==> src/rtl/rail_seq_pkg.sv <==
package rail_seq_pkg;

   typedef enum logic [4:0] {
      ST_RTC,
      ST_DS5,
      UP_PRIM,
      UP_5V,
      UP_DWOK,
      UP_RSM,
      UP_HAND,
      ST_S5,
      PG_WAIT,
      PG_ON,
      PG_DROP_SYS,
      PG_DROP_CHIP,
      DN_SYS,
      DN_CHIP,
      DN_HAND,
      DN_RSM,
      DN_5V,
      DN_PRIM,
      DN_DWOK
   } rail_st_e;

   typedef struct packed {
      logic sys_pok;
      logic chip_pok;
      logic handoff_en;
      logic rsm_rst_n;
      logic dwell_pok;
      logic sus_ack_n;
      logic rail_5v_en;
      logic rail_prim_en;
   } rail_out_t;

   function automatic int unsigned ns_to_us_ceil(input int unsigned ns);
      return (ns + 999) / 1000;
   endfunction

   function automatic int unsigned max2(input int unsigned a, input int unsigned b);
      return (a > b) ? a : b;
   endfunction

endpackage

==> src/rtl/rail_us_tick.sv <==
module rail_us_tick #(
   parameter int unsigned CLK_PER_US = 100
) (
   input  logic clk,
   input  logic rst_n,
   input  logic clr,
   output logic tick
);
   generate
      if (CLK_PER_US < 1) begin : g_bad_div
         $error("rail_us_tick: CLK_PER_US must be at least 1");
      end

      if (CLK_PER_US == 1) begin : g_every_cycle
         assign tick = 1'b1;
         logic unused_pins;
         assign unused_pins = ^{clk, rst_n, clr};
      end else begin : g_divider
         localparam int unsigned PW = $clog2(CLK_PER_US);
         localparam logic [PW-1:0] LAST = PW'(CLK_PER_US - 1);
         logic [PW-1:0] pre;

         always_ff @(posedge clk or negedge rst_n) begin
            if (!rst_n)          pre <= '0;
            else if (clr)        pre <= '0;
            else if (pre == LAST) pre <= '0;
            else                 pre <= pre + 1'b1;
         end

         assign tick = (pre == LAST);
      end
   endgenerate
endmodule

==> src/rtl/rail_wait_timer.sv <==
module rail_wait_timer #(
   parameter int unsigned TW      = 8,
   parameter int unsigned RST_VAL = 0
) (
   input  logic          clk,
   input  logic          rst_n,
   input  logic          ld,
   input  logic [TW-1:0] ld_val,
   input  logic          tick,
   output logic          done
);
   generate
      if (TW < 1) begin : g_bad_width
         $error("rail_wait_timer: TW must be at least 1");
      end
   endgenerate

   logic [TW-1:0] cnt;

   always_ff @(posedge clk or negedge rst_n) begin
      if (!rst_n)                  cnt <= TW'(RST_VAL);
      else if (ld)                 cnt <= ld_val;
      else if (tick && cnt != '0)  cnt <= cnt - 1'b1;
   end

   assign done = (cnt == '0);
endmodule

==> src/rtl/rail_edge_det.sv <==
module rail_edge_det #(
   parameter int unsigned N = 2
) (
   input  logic         clk,
   input  logic         rst_n,
   input  logic [N-1:0] din,
   output logic [N-1:0] rise,
   output logic [N-1:0] fall
);
   generate
      if (N < 1) begin : g_bad_n
         $error("rail_edge_det: N must be at least 1");
      end

      for (genvar i = 0; i < N; i++) begin : g_bit
         logic q;
         always_ff @(posedge clk or negedge rst_n) begin
            if (!rst_n) q <= 1'b0;
            else        q <= din[i];
         end
         assign rise[i] = din[i] & ~q;
         assign fall[i] = ~din[i] & q;
      end
   endgenerate
endmodule

==> src/rtl/rail_seq_fsm.sv <==
module rail_seq_fsm
   import rail_seq_pkg::*;
#(
   parameter int unsigned TW         = 8,
   parameter int unsigned W_PRIM     = 1,
   parameter int unsigned W_5V       = 1,
   parameter int unsigned W_RSM      = 1,
   parameter int unsigned W_HAND     = 1,
   parameter int unsigned W_SYSOK    = 1,
   parameter int unsigned W_SHORT    = 1
) (
   input  logic          clk,
   input  logic          rst_n,
   input  logic          up_req,
   input  logic          down_req,
   input  logic          ack_rise,
   input  logic          s4_n,
   input  logic          pg_rise,
   input  logic          pg_fall,
   input  logic          tmr_done,
   output logic          tmr_ld,
   output logic [TW-1:0] tmr_val,
   output rail_out_t     outs,
   output logic          busy
);
   rail_st_e st, nxt;
   logic     go;
   logic     drop_req;

   // Step that follows a timed or single-cycle step in a fixed order.
   function automatic rail_st_e succ(input rail_st_e s);
      case (s)
         ST_RTC:       return ST_DS5;
         UP_PRIM:      return UP_5V;
         UP_5V:        return UP_DWOK;
         UP_DWOK:      return UP_RSM;
         UP_RSM:       return UP_HAND;
         UP_HAND:      return ST_S5;
         PG_WAIT:      return PG_ON;
         PG_DROP_SYS:  return PG_DROP_CHIP;
         PG_DROP_CHIP: return ST_S5;
         DN_SYS:       return DN_CHIP;
         DN_CHIP:      return DN_HAND;
         DN_HAND:      return DN_RSM;
         DN_RSM:       return DN_5V;
         DN_5V:        return DN_PRIM;
         DN_PRIM:      return DN_DWOK;
         DN_DWOK:      return ST_DS5;
         default:      return s;
      endcase
   endfunction

   // Output change made on entry to a step.
   function automatic rail_out_t enter(input rail_out_t o, input rail_st_e s);
      rail_out_t r;
      r = o;
      case (s)
         UP_PRIM:                   r.rail_prim_en = 1'b1;
         UP_5V: begin
                                    r.rail_5v_en   = 1'b1;
                                    r.sus_ack_n    = 1'b1;
         end
         UP_DWOK:                   r.dwell_pok    = 1'b1;
         UP_RSM:                    r.rsm_rst_n    = 1'b1;
         UP_HAND:                   r.handoff_en   = 1'b1;
         PG_WAIT:                   r.chip_pok     = 1'b1;
         PG_ON:                     r.sys_pok      = 1'b1;
         PG_DROP_SYS, DN_SYS:       r.sys_pok      = 1'b0;
         PG_DROP_CHIP, DN_CHIP:     r.chip_pok     = 1'b0;
         DN_HAND:                   r.handoff_en   = 1'b0;
         DN_RSM:                    r.rsm_rst_n    = 1'b0;
         DN_5V:                     r.rail_5v_en   = 1'b0;
         DN_PRIM:                   r.rail_prim_en = 1'b0;
         DN_DWOK:                   r.dwell_pok    = 1'b0;
         default:                   r = o;
      endcase
      return r;
   endfunction

   // Wait, in ticks, that a step holds before moving on.
   function automatic logic [TW-1:0] hold_of(input rail_st_e s);
      case (s)
         UP_PRIM:          return TW'(W_PRIM);
         UP_5V:            return TW'(W_5V);
         UP_RSM:           return TW'(W_RSM);
         UP_HAND:          return TW'(W_HAND);
         PG_WAIT:          return TW'(W_SYSOK);
         DN_5V, DN_DWOK:   return TW'(W_SHORT);
         default:          return '0;
      endcase
   endfunction

   assign drop_req = down_req | (ack_rise & ~s4_n);

   always_comb begin
      nxt = st;
      go  = 1'b0;
      case (st)
         ST_DS5: begin
            if (up_req) begin
               nxt = UP_PRIM;
               go  = 1'b1;
            end
         end
         ST_S5: begin
            if (drop_req) begin
               nxt = DN_SYS;
               go  = 1'b1;
            end else if (pg_rise) begin
               nxt = PG_WAIT;
               go  = 1'b1;
            end
         end
         PG_ON: begin
            if (drop_req) begin
               nxt = DN_SYS;
               go  = 1'b1;
            end else if (pg_fall) begin
               nxt = PG_DROP_SYS;
               go  = 1'b1;
            end
         end
         PG_WAIT: begin
            if (pg_fall) begin
               nxt = PG_DROP_SYS;
               go  = 1'b1;
            end else if (tmr_done) begin
               nxt = PG_ON;
               go  = 1'b1;
            end
         end
         default: begin
            if (tmr_done) begin
               nxt = succ(st);
               go  = 1'b1;
            end
         end
      endcase
   end

   always_ff @(posedge clk or negedge rst_n) begin
      if (!rst_n) begin
         st   <= ST_RTC;
         outs <= '0;
      end else if (go) begin
         st   <= nxt;
         outs <= enter(outs, nxt);
      end
   end

   assign tmr_ld  = go;
   assign tmr_val = hold_of(nxt);
   assign busy    = !(st == ST_DS5 || st == ST_S5 || st == PG_ON);
endmodule

==> src/rtl/standby_rail_sequencer.sv <==
module standby_rail_sequencer
   import rail_seq_pkg::*;
#(
   parameter int unsigned CLK_PER_US  = 100,
   parameter int unsigned T_RTC_US    = 9000,
   parameter int unsigned T_PRIM_US   = 200,
   parameter int unsigned T_5V_US     = 10000,
   parameter int unsigned T_RSM_US    = 95000,
   parameter int unsigned T_HAND_US   = 200000,
   parameter int unsigned T_SYSOK_US  = 10000,
   parameter int unsigned T_SHORT_NS  = 400
) (
   input  logic clk,
   input  logic rst_n,
   input  logic up_req,
   input  logic down_req,
   input  logic sys_pg,
   input  logic pwrdn_ack,
   input  logic s4_sleep_n,
   output logic rail_prim_en,
   output logic rail_5v_en,
   output logic sus_ack_n,
   output logic dwell_pok,
   output logic rsm_rst_n,
   output logic handoff_en,
   output logic chip_pok,
   output logic sys_pok,
   output logic busy
);
   localparam int unsigned T_SHORT_US = ns_to_us_ceil(T_SHORT_NS);
   localparam int unsigned MAXW = max2(max2(max2(T_RTC_US, T_PRIM_US), max2(T_5V_US, T_RSM_US)),
                                       max2(max2(T_HAND_US, T_SYSOK_US), T_SHORT_US));
   localparam int unsigned TW = (MAXW < 1) ? 1 : $clog2(MAXW + 1);

   generate
      if (TW > 32) begin : g_bad_span
         $error("standby_rail_sequencer: wait span too wide");
      end
   endgenerate

   logic          tick;
   logic          tmr_ld;
   logic [TW-1:0] tmr_val;
   logic          tmr_done;
   logic [1:0]    ev_rise, ev_fall;
   rail_out_t     outs;

   rail_us_tick #(.CLK_PER_US(CLK_PER_US)) u_tick (
      .clk   (clk),
      .rst_n (rst_n),
      .clr   (tmr_ld),
      .tick  (tick)
   );

   rail_wait_timer #(.TW(TW), .RST_VAL(T_RTC_US)) u_timer (
      .clk    (clk),
      .rst_n  (rst_n),
      .ld     (tmr_ld),
      .ld_val (tmr_val),
      .tick   (tick),
      .done   (tmr_done)
   );

   rail_edge_det #(.N(2)) u_edges (
      .clk   (clk),
      .rst_n (rst_n),
      .din   ({pwrdn_ack, sys_pg}),
      .rise  (ev_rise),
      .fall  (ev_fall)
   );

   rail_seq_fsm #(
      .TW      (TW),
      .W_PRIM  (T_PRIM_US),
      .W_5V    (T_5V_US),
      .W_RSM   (T_RSM_US),
      .W_HAND  (T_HAND_US),
      .W_SYSOK (T_SYSOK_US),
      .W_SHORT (T_SHORT_US)
   ) u_fsm (
      .clk      (clk),
      .rst_n    (rst_n),
      .up_req   (up_req),
      .down_req (down_req),
      .ack_rise (ev_rise[1]),
      .s4_n     (s4_sleep_n),
      .pg_rise  (ev_rise[0]),
      .pg_fall  (ev_fall[0]),
      .tmr_done (tmr_done),
      .tmr_ld   (tmr_ld),
      .tmr_val  (tmr_val),
      .outs     (outs),
      .busy     (busy)
   );

   logic unused_fall;
   assign unused_fall = ev_fall[1];

   assign rail_prim_en = outs.rail_prim_en;
   assign rail_5v_en   = outs.rail_5v_en;
   assign sus_ack_n    = outs.sus_ack_n;
   assign dwell_pok    = outs.dwell_pok;
   assign rsm_rst_n    = outs.rsm_rst_n;
   assign handoff_en   = outs.handoff_en;
   assign chip_pok     = outs.chip_pok;
   assign sys_pok      = outs.sys_pok;
endmodule

==> config.mk <==
export PLATFORM = sky130hd
export DESIGN_NAME = standby_rail_sequencer
export DESIGN_NICKNAME = d
export VERILOG_FILES = /design/src/rtl/rail_seq_pkg.sv /design/src/rtl/rail_us_tick.sv /design/src/rtl/rail_wait_timer.sv /design/src/rtl/rail_edge_det.sv /design/src/rtl/rail_seq_fsm.sv /design/src/rtl/standby_rail_sequencer.sv
export SDC_FILE = /design/constraint.sdc
export NUM_CORES = 1
export LEC_CHECK = 0
export CORE_UTILIZATION = 55
export DETAILED_ROUTE_END_ITERATION = 10
export DONT_BUFFER_PORTS = 1
export HOLD_SLACK_MARGIN = 0.15
export PLACE_DENSITY = 0.72
export SLEW_MARGIN = 20
export SYNTH_ARGS = -nofsm -noshare
export SYNTH_HDL_FRONTEND = slang
export SYNTH_SLANG_ARGS = --single-unit
==> constraint.sdc <==
create_clock -name clk -period 2.35 [get_ports clk]
set_input_delay 0.235 -clock clk [delete_from_list [all_inputs] [get_ports clk]]
set_output_delay 0.235 -clock clk [all_outputs]
set_load 0.01 [all_outputs]
==> impl_metrics.toml, run 1 <==
[synthesis]
synth_edf_count = 0
ys.flop_type = "dfrtp_1"
ys_types = 66
synth_top_area_share_pct = 34.8
synth-seq-cells = 40
postSynth.asyncResetShare_pct = 100
ys_seq_area_share_pct = 40.0
synth_area_um2 = 2520
synth_area_leaders = "dfrtp_1, nor2_1, dfstp_2, a21oi_1, nand2_1"
yosysTopAreaCell = "dfrtp_1"
syn_nets = 290
syn_avg_cell_area_um2 = 8.96
syn_inst = 281
yosysWarnings = 0

[setup_path]
required_ns = 2.55
criticalPathCategory = "reg -> reg"
endpoint_kind = "flip-flop"
cp_cell_sequence = "nor4_4, nand2_2, a2111oi_4, nor2_2, o41ai_4, inv_2, buf_4, nor3_4, a21oi_1, a211oi_1"
cp.arrival_ns = 2.93
critPathLaunchType = "flip-flop"
critPathMaxStageDelay_ns = 0.42
cp_slowest_cell = "dfrtp_1"
crit_fanout = 5

[sta]
slew_violations = 0
setup_viol = 23
clock_skew_ns = 0.00355
slew_headroom_pct = 59.5
finalCriticalPeriod_ns = 2.74
rsz0062_at_grt = "yes"
fin_crit_sh_pct = 116
hold_violations = 0
fmax_ghz = 0.366
final.setup.tns_ns = -4.96
tightest_slew_ns = 0.600
timing.final.ws_setup_ns = -0.386

[floorplanning]
pin_count = 16
die_w_um = 69.7
fp.coreArea_um2 = 4380
num_rows = 24
die_h_um = 69.7
die_area_um2 = 4850
start_util_pct = 57.4

[power_and_ir_drop]
switching_share_pct = 44.6
combinationalPowerShare_pct = 67.3
p_per_area_nw_per_um2 = 1250
p_total_mw = 4.81
internal_power_mw = 2.67
vdd_ir_drop_max_v = 0.000788
pwr-share-seq_pct = 21.8
p_leak_nw = 1.67
clkPwrFrac_pct = 10.9
p_sw_mw = 2.15

[drt]
drt_iter0_markers = 373
avgViaCountPerCell = 6.73
firstDrtPassIters = 5
vias = 2872
routedWlPerCell_um = 21.1
route.detailed.drc = 0
ant_nets = 0
routed_wl_um = 9010

[final_layout]
area_growth_pct = 52.4
finalNetCount = 383
fill_cells = 204
n_antenna_cell = 0
finish.utilization_pct = 87.6
fin_area_um2 = 3840
layout-drive-gt1-share_pct = 46.9

[outcome]
status = "complete, but fails checks"
violations = "setup timing"

[global_route]
first_global_vias = 2793
grt_pass1_wl_um = 13600
grt_use_total_pct = 36.1
gr-total-overflow = 0
grt_max_degree = 41
antenna_found_initial = 0

[flow_run]
cap_violations = 0

[clock_tree]
htreeDepth = 2
cts_tree = "yes"
clk_pin_slew_ns = 0.08
cts.sinks = 40
clk_latency_ns = 0.30
cts_buffers = 5
cts-root-buf = "clkbuf_8"
cts_buffer_depth = 2

[placed_design]
placed_area_um2 = 3150
dp_hpwl_um = 4780
io_buffers = 0
place.gp.congestion = 0.912

[hold_path]
worstHoldPathType = "in -> async"
## worst max-delay path: cells and delay by family, from the launching register on
kind	cells	cell delay, ns
AO/OA/AOI/OAI	4	1.05
AND/OR/NAND/NOR	4	0.87
flip-flops	1	0.42
buffers and inverters	2	0.29
## power by group through the flow
stage / clock network [mW] / logic, mW / registers, mW
CTS: 0.514 / 2.77 / 1.02
global placement: 0 / 2.16 / 1.03
detailed placement: 0 / 2.20 / 1.03
finish: 0.525 / 3.24 / 1.05
global route: 0.550 / 3.41 / 1.06
floorplan: 0 / 1.31 / 1.05
## stage by stage
stage	cells	hold WS (ns)	setup slack (ns)
final	427	0.394	-0.386
after global routing	427	0.422	-0.505
after CTS	423	0.402	-0.206
after detailed placement	396	-0.0598	-0.333
after global placement	396	-0.0598	-0.220
after floorplan	281	-0.0606	-0.0751
## cell usage after synthesis (3+ instances only)
| cell | number |
|---|---|
| o2bb2ai_1 | 3 |
| inv_1 | 5 |
| nand2b_1 | 3 |
| o21ai_0 | 3 |
| xor2_1 | 6 |
| clkbuf_1 | 12 |
| o22a_1 | 4 |
| nand2_1 | 16 |
| a21oi_1 | 13 |
| nor4_1 | 3 |
| and3_1 | 6 |
| a31oi_1 | 9 |
| o32ai_1 | 4 |
| nor3_1 | 11 |
| nor2b_1 | 5 |
| nand3b_1 | 4 |
| and2_1 | 6 |
| nor2_1 | 41 |
| nand3_1 | 10 |
| nand4_1 | 3 |
| o21ai_1 | 7 |
| dfstp_2 | 5 |
| o21a_1 | 3 |
| inv_2 | 3 |
| xnor2_1 | 4 |
| dfrtp_1 | 35 |
| a211oi_1 | 5 |
| nor3b_1 | 4 |
## repair_timing
action                     4_1_cts  5_1_grt
setup buffers                   15        4
pin swaps                       38       10
setup endpoints to repair       22       32
hold endpoints to repair        42        0
hold buffers                     4        0
gates resized for setup         57       26
## layer usage
metal	up-vias	track usage (%)	wire (µm)
li1	1234	-	-
met1	1404	42.4	3330
met2	177	63.9	4540
met3	57	6.25	667
met4	0	16.9	467
met5	-	0	0
## worst paths after layout
| path | start | endpoint | slack [ns] | depth (start not counted) |
|---|---|---|---|---|
| setup / recovery | u_timer.cnt[16]$_DFFE_PN0P_ | u_timer.cnt[10]$_DFFE_PN0P_ | -0.39 | 10 |
| hold / removal | rst_n | u_tick.g_divider.pre[0]$_DFF_PN0_ | 0.39 | 2 |
| setup reg to reg | u_timer.cnt[16]$_DFFE_PN0P_ | u_timer.cnt[10]$_DFFE_PN0P_ | -0.39 | 10 |
| hold reg to reg | u_tick.g_divider.pre[0]$_DFF_PN0_ | u_tick.g_divider.pre[0]$_DFF_PN0_ | 0.48 | 1 |
| max in group asynchronous | rst_n | u_timer.cnt[3]$_DFFE_PN1P_ | 1.69 | 2 |
| min in group clk | down_req | u_fsm.st[2]$_DFFE_PN0N_ | 0.43 | 4 |
## layout by cell type (no fill, tap or decap), types with 5 or more instances in the layout
cell	n
o21ai_1	7
nand2_1	14
a31oi_1	7
xor2_1	6
and3_1	5
a21oi_1	10
nor3_1	7
nor2_2	7
buf_4	77
nor2_1	34
dfstp_2	5
buf_6	19
clkbuf_8	7
nand3_1	6
dfrtp_1	35
## state kept, by name (all words and copies together), names as in the netlist
name	flops
u_fsm.outs	8
u_tick.g_divider.pre	7
u_fsm.st	5
u_timer.cnt	18
u_edges.g_bit.q	2
## cell families (layout without fill, tap and decap cells)
group | Yosys count | after routing | share of synthesized area [%]
AND/OR/NAND/NOR | 128 | 128 | 28.7
XOR/XNOR | 10 | 10 | 3.48
buffers and inverters | 23 | 117 | 3.68
AO/OA/AOI/OAI | 76 | 76 | 21.9
multiplexers | 2 | 2 | 1.34
flip-flops | 40 | 40 | 40.0
adder cells (fa/ha/maj) | 2 | 2 | 0.993
## layout make-up
class / instances / area [µm²] / area share [%]
inverter: 8 / 37.5 / 0.978
multi-input combinational: 218 / 1770 / 46.0
sequential: 40 / 1010 / 26.2
timing repair buffer: 101 / 862 / 22.5
tap: 52 / 65.1 / 1.69
clock buffer: 8 / 100 / 2.61
Note: power is estimated with default switching activity, not from simulation.
==> run 2: changes to the inputs <==
- CORE_UTILIZATION: 55 -> 57
- PLACE_DENSITY: 0.72 -> 0.74
==> impl_metrics.toml, run 2 (same netlist as run 1, synthesis figures left out) <==
[power_and_ir_drop]
p_leak_nw = 1.56
vdd_ir_drop_max_v = 0.000738
p_per_area_nw_per_um2 = 1250
p_total_mw = 4.50

[final_layout]
layout-drive-gt1-share_pct = 41.7
finalNetCount = 370
top_regs = "u_timer.cnt (18), u_fsm.outs (8), u_tick.g_divider.pre (7)"
n_antenna_cell = 0
regMostFlops = "u_timer.cnt"
layout_commonest_cell = "buf_4"
finish.utilization_pct = 87.6
final_cell_mix = "buf_4, nor2_1, dfrtp_1"
fill_cells = 185
largest_reg_flops = 18
area_growth_pct = 43.1
fin_area_um2 = 3600

[floorplanning]
die_w_um = 68.5
start_util_pct = 61.2
die_area_um2 = 4690
die_h_um = 68.5
pin_count = 16
fp.coreArea_um2 = 4120
num_rows = 23

[sta]
hold_slack_ns = 0.407
final.setup.tns_ns = -4.83
timing.final.ws_setup_ns = -0.331
clock_skew_ns = 0.00695
rsz0062_at_grt = "yes"
slew_headroom_pct = 56.7
fin_crit_sh_pct = 114
hold_violations = 0
tightest_slew_ns = 0.642
setup_viol = 22
slew_violations = 0
fmax_ghz = 0.373
finalCriticalPeriod_ns = 2.68

[clock_tree]
cts_tree = "yes"
clk_latency_ns = 0.30
cts-root-buf = "clkbuf_8"
cts.sinks = 40
cts_buffer_depth = 2
clk_pin_slew_ns = 0.08
htreeDepth = 2
cts_buffers = 5

[drt]
route.met2.wl_um = 4020
top_layer = "met4"
avgViaCountPerCell = 6.72
ant_nets = 0
routedWlPerCell_um = 20.0
drt_iter0_markers = 331
route.detailed.drc = 0
wl_met3_um = 683
met1Wirelength_um = 3190
vias = 2768
firstDrtPassIters = 5
routed_wl_um = 8240

[hold_path]
worstHoldPathType = "in -> async"

[setup_path]
required_ns = 2.57
cp-startpoint = "u_timer.cnt[8]$_DFFE_PN1P_"
critPathLaunchType = "flip-flop"
crit_fanout = 5
endpoint_kind = "flip-flop"
reg2reg_from = "u_timer.cnt[8]$_DFFE_PN1P_"
criticalPathCategory = "reg -> reg"
cp.arrival_ns = 2.91

[placed_design]
placed_area_um2 = 3110
dp_hpwl_um = 4870
place.gp.congestion = 0.903
io_buffers = 0

[outcome]
status = "complete, but fails checks"
violations = "setup timing"

[flow_run]
cap_violations = 0

[global_route]
grt_use_total_pct = 33.4
grt_max_degree = 41
antenna_found_initial = 0
first_global_vias = 2476
gr-total-overflow = 0
grt_pass1_wl_um = 11400
==> run 2: cell count changes in the layout (fill, tap and decap cells not counted), sizes merged <==
cell | before | now
clkbuf | 8 | 7
buf | 98 | 85
bufinv | 0 | 1
==> run 2: power by group <==
part | switching, mW | internal, mW | total [mW]
registers | 0.179 | 0.878 | 1.06
logic | 1.52 | 1.30 | 2.82
clock network | 0.248 | 0.375 | 0.623
total | 1.95 | 2.55 | 4.50
==> run 2: cell type report <==
class / instances / area (µm²) / area share [%]
clock buffer: 7 / 96.3 / 2.67
inverter: 8 / 35.0 / 0.972
sequential: 40 / 1010 / 27.9
timing repair buffer: 88 / 734 / 20.4
clock inverter: 1 / 30.0 / 0.833
multi-input combinational: 218 / 1640 / 45.5
tap: 50 / 62.6 / 1.74
==> run 2: metal layers <==
layer  GRT usage, %  vias up
met5              0        -
met4           15.9        0
met3           5.67       44
met2           55.8      192
met1           41.5     1330
li1               -     1202
==> run 2: worst paths after layout <==
kind / end / slack (ns) / depth (start not counted)
min: u_tick.g_divider.pre[6]$_DFF_PN0_ / 0.41 / 2
min in group clk: u_fsm.outs[0]$_DFFE_PN0P_ / 0.44 / 4
max reg2reg: u_timer.cnt[16]$_DFFE_PN0P_ / -0.33 / 9
min reg2reg: u_tick.g_divider.pre[0]$_DFF_PN0_ / 0.46 / 1
max in group asynchronous: u_timer.cnt[13]$_DFFE_PN1P_ / 1.68 / 2
max: u_timer.cnt[16]$_DFFE_PN0P_ / -0.33 / 9
==> run 2: per-stage QoR <==
step | worst slack (ns) | cells
CTS | -0.239 | 406
finish | -0.331 | 412
global route | -0.474 | 412
floorplan | -0.0751 | 281
detailed placement | -0.282 | 389
global placement | -0.171 | 389
==> run 2: worst max-delay path, cell delays in order, from the launching register on <==
cell     delay, ns
dfstp_2       0.39
nor4_2        0.45
nand3_2       0.20
o41ai_2       0.36
o311a_2       0.28
buf_4         0.14
nand3_1       0.14
nor3_1        0.36
nand2_1       0.18
o21ai_1       0.11
==> run 2: repair_timing <==
item / in CTS / in global routing
buffers inserted: 5 / 6
endpoints found under the hold margin: 42 / 0
setup endpoints to repair: 22 / 28
resized for setup: 14 / 39
pin swaps: 5 / 13
hold buffers: 4 / 0
==> run 3: changes to the inputs <==
- CORE_UTILIZATION: 57 -> 40
- PLACE_DENSITY: 0.74 -> 0.55
==> impl_metrics.toml, run 3 (same netlist as run 1, synthesis figures left out) <==
[outcome]
status = "complete, but fails checks"
violations = "setup timing"

[setup_path]
cp-endpoint = "u_fsm.outs[0]$_DFFE_PN0P_"
crit_family = "compound AO/OA/AOI/OAI gates"
cp_slowest_cell = "o311a_2"
r2r_slack_ns = -0.23
critPathMostFrequentCell = "buf_4"
cp.arrival_ns = 2.77
crit_fanout = 4
path_depth = 11
crit_buf_inv = 5
r2r_cells = 11
reg2reg_to = "u_fsm.outs[0]$_DFFE_PN0P_"
critPathLaunchType = "flip-flop"
criticalPathCategory = "reg -> reg"
critPathMaxStageDelay_ns = 0.45
reg2reg_from = "u_timer.cnt[1]$_DFFE_PN0P_"
endpoint_kind = "flip-flop"
required_ns = 2.54
cp_cell_sequence = "inv_1, ha_2, nor3b_4, nand3_1, buf_4, o311a_2, buf_4, buf_4, inv_2, nand3_1, o32a_1"
cp-startpoint = "u_timer.cnt[1]$_DFFE_PN0P_"

[floorplanning]
pin_count = 16
start_util_pct = 42.0
fp.coreArea_um2 = 5990
die_area_um2 = 6620
die_w_um = 81.4
num_rows = 28
die_h_um = 81.4

[flow_run]
cap_violations = 0

[clock_tree]
clk_latency_ns = 0.30
htreeDepth = 2
cts_buffer_depth = 2
cts_tree = "yes"
cts.sinks = 40
cts_buffers = 5
clk_pin_slew_ns = 0.08
cts-root-buf = "clkbuf_8"

[placed_design]
pre_cts_slack_ns = -0.271
place.gp.congestion = 0.824
io_buffers = 0
dp_hpwl_um = 4950

[final_layout]
regMostFlops = "u_timer.cnt"
multi_input_comb_area_um2 = 1540
fill_cells = 527
area_growth_pct = 38.0
largest_reg_flops = 18
ff_latch_area_um2 = 1010
layout_commonest_cell = "buf_4"
n_antenna_cell = 0
finish.utilization_pct = 58.0
layout-drive-gt1-share_pct = 37.2
final_cell_mix = "buf_4, nor2_1, dfrtp_1"
top_regs = "u_timer.cnt (18), u_fsm.outs (8), u_tick.g_divider.pre (7)"
finalNetCount = 371

[global_route]
grt_use_total_pct = 22.6
grt_max_degree = 41
antenna_found_initial = 0
gr-total-overflow = 0
first_global_vias = 2286
grt_pass1_wl_um = 11300

[sta]
hold_violations = 0
fmax_ghz = 0.388
tightest_slew_ns = 0.524
setup_viol = 21
slew_violations = 0
finalCriticalPeriod_ns = 2.58
fin_crit_sh_pct = 110
slew_headroom_pct = 64.6
rsz0062_at_grt = "yes"
final.setup.tns_ns = -2.69
timing.final.ws_setup_ns = -0.227
clock_skew_ns = 0.0105

[drt]
drt_iter0_markers = 193
routedWlPerCell_um = 15.9
firstDrtPassIters = 4
route.detailed.drc = 0
routed_wl_um = 6960
avgViaCountPerCell = 5.56
vias = 2437
ant_nets = 0

[power_and_ir_drop]
combinationalPowerShare_pct = 62.2
p_per_area_nw_per_um2 = 1150
p_leak_nw = 1.52
vdd_ir_drop_max_v = 0.000656
pwr-share-seq_pct = 25.6
switching_share_pct = 42.4
p_sw_mw = 1.70
clkPwrFrac_pct = 12.3
internal_power_mw = 2.31

[hold_path]
worstHoldPathType = "in -> async"
==> run 3: cell count changes in the layout (fill, tap and decap cells not counted), moves of 2 or more <==
| cell | previous run | this run |
|---|---|---|
| a21oi_1 | 11 | 13 |
| a21oi_2 | 3 | 0 |
| buf_4 | 73 | 83 |
| buf_6 | 9 | 1 |
| nor2_1 | 38 | 40 |
| o32ai_1 | 2 | 4 |
| o32ai_2 | 2 | 0 |
==> run 3: worst min-delay path by stage <==
stage / endpoint / slack [ns] / cells after the start / startpoint
after floorplan: u_edges.g_bit[0].q$_DFF_PN0_ / -0.06 / 0 / rst_n
after global placement: u_tick.g_divider.pre[3]$_DFF_PN0_ / -0.06 / 0 / rst_n
after detailed placement: u_tick.g_divider.pre[3]$_DFF_PN0_ / -0.06 / 0 / rst_n
after CTS: u_fsm.st[2]$_DFFE_PN0N_ / 0.35 / 3 / down_req
after global routing: u_tick.g_divider.pre[5]$_DFF_PN0_ / 0.43 / 2 / rst_n
final: u_tick.g_divider.pre[6]$_DFF_PN0_ / 0.44 / 2 / rst_n
==> run 3: layout make-up <==
cell class                 count  area share (%)
inverter                       8           0.936
sequential                    40            29.0
timing repair buffer          89            20.3
clock buffer                   7            2.48
multi-input combinational    218            44.4
tap                           75            2.70
clock inverter                 1           0.216
==> run 3: power groups by stage <==
stage / sequential (mW) / clock (mW) / combinational [mW]
finish: 1.02 / 0.491 / 2.49
global route: 1.04 / 0.543 / 2.72
floorplan: 1.05 / 0 / 1.31
detailed placement: 1.04 / 0 / 2.26
CTS: 1.02 / 0.513 / 2.41
global placement: 1.03 / 0 / 2.26
==> run 3: per-layer routing <==
layer	share of wire (%)	track usage, %	vias to the layer above
li1	-	-	1202
met1	48	31.5	1177
met2	46	34.9	51
met3	4.4	4.83	7
met4	1.0	6.43	0
met5	0	0	-
==> run 3: worst reg2reg max path: cells and delay by family, from the launching register on <==
family / cells / cell delay [ns]
flip-flops: 1 / 0.38
AO/OA/AOI/OAI: 2 / 0.79
AND/OR/NAND/NOR: 3 / 0.53
buffers and inverters: 5 / 0.61
adder cells (fa/ha/maj): 1 / 0.17
==> run 3: what timing repair did <==
action / CTS / global route
cloned: 0 / 0
gates resized for setup: 15 / 6
hold buffers: 4 / 0
setup buffers: 4 / 3
pin swaps: 3 / 8
endpoints found under the setup margin: 22 / 24
hold endpoints to repair: 42 / 0
==> run 3: stage by stage <==
stage                     area, µm²  total power, mW  cells  hold WS (ns)
after floorplan                2560             2.36    281       -0.0606
after global placement         3180             3.29    419       -0.0596
after detailed placement       3180             3.30    419       -0.0597
after CTS                      3430             3.94    435         0.353
after global routing           3470             4.31    438         0.433
final                          3470             4.00    438         0.438
